$ cat config.mk
export PLATFORM = sky130hd
export DESIGN_NAME = lift_step_pipe
export DESIGN_NICKNAME = d
export VERILOG_FILES = /design/src/rtl/lsp_pkg.sv /design/src/rtl/lsp_pair_sum.sv /design/src/rtl/lsp_delay.sv /design/src/rtl/lsp_term_chain.sv /design/src/rtl/lsp_acc_merge.sv /design/src/rtl/lift_step_pipe.sv
export SDC_FILE = /design/constraint.sdc
export NUM_CORES = 1
export LEC_CHECK = 0
export BUFFER_PORTS_ARGS = -buffer_cell sky130_fd_sc_hd__clkbuf_2
export CAP_MARGIN = 40
export CORE_UTILIZATION = 45
export DETAILED_ROUTE_END_ITERATION = 8
export GPL_ROUTABILITY_DRIVEN = 0
export HOLD_SLACK_MARGIN = 0.1
export PLACE_DENSITY = 0.61
export SYNTH_ARGS = -nofsm -noshare
export SYNTH_HDL_FRONTEND = slang
export SYNTH_SLANG_ARGS = --single-unit
$ cat constraint.sdc
create_clock -name clk -period 4.6 [get_ports clk]
set_input_delay 0.92 -clock clk [delete_from_list [all_inputs] [get_ports clk]]
set_output_delay 0.92 -clock clk [all_outputs]
set_load 0.05 [all_outputs]
$ cat src/rtl/lsp_pkg.sv
`timescale 1ns/1ps
package lsp_pkg;

  // Binary point position of the step constant.
  localparam int FRAC_BITS = 8;

  // Number of ones in the cw-bit two's-complement pattern of coef.
  function automatic int coef_term_count(input int coef, input int cw);
    int n;
    n = 0;
    for (int i = 0; i < cw; i++) begin
      if (((coef >>> i) & 1) == 1) n++;
    end
    return n;
  endfunction

  // Bit position of the idx-th one of the pattern, counted from the LSB.
  function automatic int coef_term_pos(input int coef, input int cw, input int idx);
    int n;
    int p;
    n = 0;
    p = 0;
    for (int i = 0; i < cw; i++) begin
      if (((coef >>> i) & 1) == 1) begin
        if (n == idx) p = i;
        n++;
      end
    end
    return p;
  endfunction

endpackage

$ cat src/rtl/lsp_pair_sum.sv
`timescale 1ns/1ps
// First adder: sum of the two neighbour samples, one guard bit wider.
module lsp_pair_sum #(
  parameter int IN_W = 8
) (
  input  logic                   clk,
  input  logic                   en_i,
  input  logic signed [IN_W-1:0] a_i,
  input  logic signed [IN_W-1:0] b_i,
  output logic signed [IN_W:0]   s_o
);

  logic signed [IN_W:0] s_d;

  always_comb begin
    s_d = (IN_W+1)'(a_i) + (IN_W+1)'(b_i);
  end

  always_ff @(posedge clk) begin
    if (en_i) s_o <= s_d;
  end

endmodule

$ cat src/rtl/lsp_delay.sv
`timescale 1ns/1ps
// Valid chain with matching side-band registers; data loads only with valid.
module lsp_delay #(
  parameter int W     = 12,
  parameter int DEPTH = 5
) (
  input  logic             clk,
  input  logic             rst_n,
  input  logic             vld_i,
  input  logic [W-1:0]     dat_i,
  output logic [DEPTH-1:0] vld_o,
  output logic [W-1:0]     dat_o
);

  logic         v_at [DEPTH+1];
  logic [W-1:0] d_at [DEPTH+1];

  assign v_at[0] = vld_i;
  assign d_at[0] = dat_i;

  for (genvar i = 0; i < DEPTH; i++) begin : g_stage
    logic         v_d, v_q;
    logic [W-1:0] d_q;

    always_comb v_d = v_at[i];

    always_ff @(posedge clk or negedge rst_n) begin
      if (!rst_n) v_q <= 1'b0;
      else        v_q <= v_d;
    end

    always_ff @(posedge clk) begin
      if (v_at[i]) d_q <= d_at[i];
    end

    assign v_at[i+1] = v_q;
    assign d_at[i+1] = d_q;
    assign vld_o[i]  = v_at[i+1];
  end

  assign dat_o = d_at[DEPTH];

endmodule

$ cat src/rtl/lsp_term_chain.sv
`timescale 1ns/1ps
// Constant product as a chain of shifted partial products of s,
// one adder per register stage. The term at the sign position is negative.
module lsp_term_chain
  import lsp_pkg::*;
#(
  parameter int SW   = 9,
  parameter int CW   = 10,
  parameter int COEF = -406,
  parameter int PW   = SW + CW,
  localparam int NT  = coef_term_count(COEF, CW),
  localparam int CE  = (NT > 1) ? NT - 1 : 1
) (
  input  logic                 clk,
  input  logic [CE-1:0]        stg_en,
  input  logic signed [SW-1:0] s_i,
  output logic signed [PW-1:0] p_o
);

  function automatic logic signed [PW-1:0] term(input logic signed [SW-1:0] s, input int idx);
    int pos;
    logic signed [PW-1:0] e;
    pos = coef_term_pos(COEF, CW, idx);
    e   = PW'(s) <<< pos;
    return (pos == CW - 1) ? -e : e;
  endfunction

  logic signed [SW-1:0] s_at [CE];
  logic signed [PW-1:0] p_at [NT];

  assign s_at[0] = s_i;
  assign p_at[0] = term(s_i, 0);

  for (genvar j = 1; j < NT; j++) begin : g_add
    logic signed [PW-1:0] p_d, p_q;

    always_comb p_d = p_at[j-1] + term(s_at[j-1], j);

    always_ff @(posedge clk) begin
      if (stg_en[j-1]) p_q <= p_d;
    end

    assign p_at[j] = p_q;

    if (j < NT - 1) begin : g_fwd
      logic signed [SW-1:0] s_q;
      always_ff @(posedge clk) begin
        if (stg_en[j-1]) s_q <= s_at[j-1];
      end
      assign s_at[j] = s_q;
    end
  end

  assign p_o = p_at[NT-1];

endmodule

$ cat src/rtl/lsp_acc_merge.sv
`timescale 1ns/1ps
// Last adder: pre-scaled update operand plus product, then floor shift.
module lsp_acc_merge #(
  parameter int ACC_W = 8,
  parameter int PW    = 19,
  parameter int OUT_W = 11,
  parameter int TAG_W = 4,
  parameter int FRAC  = 8
) (
  input  logic                    clk,
  input  logic                    rst_n,
  input  logic                    en_i,
  input  logic signed [ACC_W-1:0] acc_i,
  input  logic [TAG_W-1:0]        tag_i,
  input  logic signed [PW-1:0]    p_i,
  output logic                    valid_o,
  output logic signed [OUT_W-1:0] res_o,
  output logic [TAG_W-1:0]        tag_o
);

  localparam int FW = ((PW > ACC_W + FRAC) ? PW : ACC_W + FRAC) + 1;

  logic signed [FW-1:0] f_d, f_q;
  logic                 v_q;
  logic [TAG_W-1:0]     t_q;

  always_comb begin
    f_d = (FW'(acc_i) <<< FRAC) + FW'(p_i);
  end

  always_ff @(posedge clk or negedge rst_n) begin
    if (!rst_n) v_q <= 1'b0;
    else        v_q <= en_i;
  end

  always_ff @(posedge clk) begin
    if (en_i) begin
      f_q <= f_d;
      t_q <= tag_i;
    end
  end

  assign valid_o = v_q;
  assign res_o   = OUT_W'(f_q >>> FRAC);
  assign tag_o   = t_q;

endmodule

$ cat src/rtl/lift_step_pipe.sv
`timescale 1ns/1ps
module lift_step_pipe #(
  parameter int IN_W  = 8,
  parameter int ACC_W = 8,
  parameter int OUT_W = 11,
  parameter int TAG_W = 4,
  parameter int CW    = 10,
  parameter int COEF  = -406
) (
  input  logic                    clk,
  input  logic                    rst_n,
  input  logic                    valid_i,
  input  logic signed [IN_W-1:0]  a_i,
  input  logic signed [IN_W-1:0]  b_i,
  input  logic signed [ACC_W-1:0] acc_i,
  input  logic [TAG_W-1:0]        tag_i,
  output logic                    valid_o,
  output logic signed [OUT_W-1:0] res_o,
  output logic [TAG_W-1:0]        tag_o
);
  import lsp_pkg::*;

  localparam int SW = IN_W + 1;
  localparam int PW = SW + CW;
  localparam int NT = coef_term_count(COEF, CW);
  localparam int CE = (NT > 1) ? NT - 1 : 1;
  localparam int DW = TAG_W + ACC_W;

  logic signed [SW-1:0] pair_s;
  logic [NT-1:0]        stg_vld;
  logic [DW-1:0]        side_q;
  logic signed [PW-1:0] prod;

  lsp_pair_sum #(.IN_W(IN_W)) u_pair (
    .clk  (clk),
    .en_i (valid_i),
    .a_i  (a_i),
    .b_i  (b_i),
    .s_o  (pair_s)
  );

  lsp_delay #(.W(DW), .DEPTH(NT)) u_side (
    .clk   (clk),
    .rst_n (rst_n),
    .vld_i (valid_i),
    .dat_i ({tag_i, acc_i}),
    .vld_o (stg_vld),
    .dat_o (side_q)
  );

  lsp_term_chain #(.SW(SW), .CW(CW), .COEF(COEF), .PW(PW)) u_chain (
    .clk    (clk),
    .stg_en (stg_vld[CE-1:0]),
    .s_i    (pair_s),
    .p_o    (prod)
  );

  lsp_acc_merge #(
    .ACC_W (ACC_W),
    .PW    (PW),
    .OUT_W (OUT_W),
    .TAG_W (TAG_W),
    .FRAC  (FRAC_BITS)
  ) u_merge (
    .clk     (clk),
    .rst_n   (rst_n),
    .en_i    (stg_vld[NT-1]),
    .acc_i   ($signed(side_q[ACC_W-1:0])),
    .tag_i   (side_q[DW-1:ACC_W]),
    .p_i     (prod),
    .valid_o (valid_o),
    .res_o   (res_o),
    .tag_o   (tag_o)
  );

endmodule

## Yosys cells after proc, flatten, opt, wreduce, memory -nomap -nowiden

Index checks and enable logic that the tools add are counted.

- Add/subtract/negate cells: 7

Operators with widths:

| operator | count |
|---|---|
| 16-bit by 19-bit adder with 19-bit output | 1 |
| 19-bit by 14-bit adder with 19-bit output | 1 |
| 19-bit by 15-bit adder with 19-bit output | 1 |
| 19-bit adder | 1 |
| 18-bit negator with 19-bit output | 1 |
| 10-bit by 12-bit adder with 13-bit output | 1 |
| 8-bit by 8-bit adder with 9-bit output | 1 |

- Flip-flop bits (word level): 201
- Bits of input ports: 31
- Output and inout port bits: 16
- Word-level logic and storage cells: 28

## Depth between registers and ports, before layout

- Depth after elaboration: 2
- Gate-level depth with buffers: 9
- Mapped depth without buffers: 9

## By module

From an unflattened synthesis, not the netlist that was laid out.

- Cells, all modules: 450
- Area total of the unflattened synthesis: 7239.4 sq um

By module, submodules not included:

| module | times used | cells each | area each (sq um) | seq. area each (sq um) |
|---|---|---|---|---|
| lsp_term_chain | 1 | 256 | 3758.6 | 2432.3 |
| lsp_delay | 1 | 70 | 1964.4 | 1926.8 |
| lsp_acc_merge | 1 | 78 | 928.4 | 475.5 |
| lsp_pair_sum | 1 | 46 | 588.1 | 270.3 |

## Worst setup path after synthesis

OpenSTA, ideal clock, no wires.

- Path type: in2reg
- Start point: in a_i[0]
- End point: reg u_pair.s_o[6] (data pin)
- Setup time: 0.258 ns
- Arrival: 2.254 ns
- Data required time: 4.342 ns
- Setup slack: 2.088 ns
- Stages: 7
- Buffers on the path: 0
- Cell sequence: ha_1 > fa_1 > a21o_1 > a21oi_1 > o21bai_1 > a211oi_1 > nor2_1

- Cells in the longest elaborated chain, start to end: 1

Ends and longest elaborated chain:

| item | RTL line | source |
|---|---|---|
| start: declaration | lift_step_pipe.sv:13 | `input logic signed [IN_W-1:0] a_i,` |
| 8-bit by 8-bit adder with 9-bit output | lsp_pair_sum.sv:16 | `s_d = (IN_W+1)'(a_i) + (IN_W+1)'(b_i);` |
| net u_pair.s_d[6] | lsp_pair_sum.sv:13 | `logic signed [IN_W:0] s_d;` |
| end signal: assignment | lsp_pair_sum.sv:20 | `if (en_i) s_o <= s_d;` |
| end: declaration | lsp_pair_sum.sv:10 | `output logic signed [IN_W:0] s_o` |

The timed path passes the listed nets, and every way through them passes these cells.
A chain may end at the register's enable or synchronous reset.

## Final worst setup path

Ends and elaborated chain as after synthesis.

==> out/summary.txt <==
DRT Pass-1 Iters -> 4
clock period minus worst slack -> 2300 ps
hpwl dp -> 6.26 mm
setup ws final -> 2300 ps
Die Span Y -> 122 um
CP arrival -> 2470 ps
Initial Util -> 46.7%
mapped cell area -> 6530 sq um
Hold Crit Class -> input pin to asynchronous set/reset pin
sw power -> 1.19 mW
most instantiated cells after synthesis -> edfxtp_1 (148), ha_1 (48), xnor2_1 (26), nor2_1 (21)
WL per Instance -> 12.7 um
placed instance area -> 7040 sq um
vias in the first global route -> 3,375
CTS root buf -> clkbuf_16
Top Ports -> 47
Peak Freq -> 435 MHz
FF+latch count, synth -> 154
Setup Viol. Count Final -> 0
Post-CTS Setup Inserts -> 0
P_int -> 3.04 mW
port bufs -> 46
Static Leakage -> 2.96 nW
die area -> 15,000 sq um
worst skew pair latency -> 410 ps
Met2 Wirelength -> 4.36 mm
Place WS -> 1860 ps
filler instances -> 1,145
Worst-path clk slew -> 60 ps
Tcrit/Tclk final -> 50.0%
syn_area_per_cell -> 16.2 sq um
Net count, final -> 552
initial antenna violation count -> 0
switch share -> 28.2%
Post-synth EDFFs -> 148
Die W -> 122 um
area leader, netlist -> edfxtp_1
placement row count -> 43
highest routed metal layer -> met4
# hold bufs at CTS -> 0
post-synthesis async set-or-reset flop share -> 3.90%
setup TNS -> 0 ps
WS Path Type -> input pin to flip-flop
Crit path required time -> 4770 ps
DRC errors left -> 0
Yosys top cell area share -> 68.1%
Longest Clk Path Bufs -> 2
# H-tree levels -> 4
Slew Limit Headroom -> 60.6%
Hold Vio Cnt, Final -> 0
Post-Route M1 WL -> 3.47 mm
number of buffers created by CTS -> 17
antenna-violating nets left -> 0
RSZ-0062 raised after global routing -> false
max_cap viols -> 0
status -> finished clean
Ys Warns -> 0
largest net degree at the start of global routing -> 29
layout cell share with drive strength beyond 1 -> 18.1%
Synth Flop Type -> edfxtp_1
Starting DRT DRC Count -> 103
Diodes inserted -> 0
Routed WL -> 8.41 mm
first-pass GRT wire length -> 14.3 mm
Power Density -> 557 nW/um^2
CP endpoint kind -> flip-flop
GRT Util Overall -> 12.8%
synth unique cells -> 41
Syn-to-layout area delta -> 16.3%
skew final -> 6.72 ps
Sink Count -> 154
Seq/Total Area, Yosys -> 70.4%
Clk network pwr share -> 29.8%
CORE AREA -> 14,000 sq um
Design Power -> 4.23 mW
combinational share of power -> 24.4%
Avg Vias per Cell -> 4.95
Syn Inst Count -> 404
final instance area -> 7590 sq um
TritonCTS clock tree -> built
via count -> 3,275
CP max FO -> 3
startpoint types -> input pin
Max VDD drop -> 0.285 mV
post_cts resized -> 0
Flop pwr share -> 45.8%
top cells by area, synth -> edfxtp_1 (68%), ha_1 (9.2%), xnor2_1 (3.5%)
top-count cell post-synth -> edfxtp_1
Slew Limit Fails -> 0
measured slew at the worst slew-check pin -> 592 ps
syn nets -> 487
GRT overflow -> 0
met3 routed WL -> 358 um
-- worst paths after layout --
| kind | startpoint | end | slack [ps] | depth (start not counted) |
|---|---|---|---|---|
| max in group asynchronous | rst_n | u_side.g_stage[2].v_q | 4070 | 1 |
| setup / recovery | a_i[0] | u_pair.s_o[6] | 2300 | 8 |
| hold reg to reg | u_side.g_stage[2].d_q[11] | u_side.g_stage[3].d_q[11] | 420 | 0 |
| hold / removal | rst_n | u_merge.valid_o | 350 | 1 |
| min in group clk | u_side.g_stage[2].d_q[11] | u_side.g_stage[3].d_q[11] | 420 | 0 |
| setup reg to reg | u_chain.g_add[1].g_fwd.s_q[0] | u_chain.g_add[2].p_q[13] | 2480 | 7 |
-- critical path: stages --
cell      delay (ps)
clkbuf_2          80
ha_1             220
fa_1             420
a21o_1           170
a21oi_1          270
o21bai_1          90
a211oi_1         230
nor2_1            60
-- power by group through the flow --
stage	clock, mW	sequential (mW)	combinational (mW)
after detailed placement	0	1.97	1.04
after floorplan	0	2.10	0.676
after CTS	1.30	1.94	1.04
final	1.26	1.94	1.03
after global placement	0	1.97	0.996
after global routing	1.36	1.96	1.15
-- per-stage QoR --
step | hold WS [ps] | util (%) | std cells
floorplan | 400 | - | 404
global placement | 404 | 49.9 | 627
detailed placement | 405 | 50.4 | 630
CTS | 332 | 54.3 | 661
global route | 343 | 54.3 | 661
finish | 347 | 54.3 | 661
-- logic make-up after synthesis --
group / count (synthesis) / synth area share, %
xor+xnor: 38 / 5.10
simple gates: 72 / 5.60
flops: 154 / 70.4
compound gates: 67 / 7.27
buf+inv: 21 / 1.21
fa+ha+maj: 52 / 10.4
-- registers in the layout, summed over array words and instances (netlist names) --
register	cells
u_side.g_stage.d_q	48
u_chain.g_add.p_q	28
u_chain.g_add.g_fwd.s_q	25
u_side.dat_o	12
u_chain.p_o	11
u_merge.f_q	11
u_pair.s_o	9
u_side.g_stage.v_q	5
u_merge.tag_o	4
u_merge.valid_o	1
-- cell usage in the layout (no fill, tap or decap), drive strengths merged, types with 5 or more instances in the layout --
cell    synthesis  routed
clkbuf          4      66
nor3            8       8
dfrtp           6       6
a211oi          8       8
nand2b          9       9
clkinv          0       5
edfxtp        148     148
xor2           12      12
nor2           21      21
o21ai          13      13
ha             48      48
a21o            8       8
xnor2          26      26
inv            17      19
a21oi          17      17
nand3           5       5
nand2           9       9
-- layout make-up --
type / instances / area, sq um / share of cell area (%)
timing repair buffer: 50 / 308 / 4.06
clock buffer: 20 / 447 / 5.89
multi-input combinational: 229 / 1850 / 24.4
tap: 180 / 225 / 2.97
sequential: 154 / 4590 / 60.5
inverter: 17 / 63.8 / 0.841
clock inverter: 11 / 98.8 / 1.30
-- layer usage --
layer	track usage (%)	vias to the layer above
met2	22.6	62
met5	0	-
met4	8.23	0
li1	-	1659
met1	12.7	1535
met3	4.32	19
No activity file was read; power rests on OpenSTA's default activity.
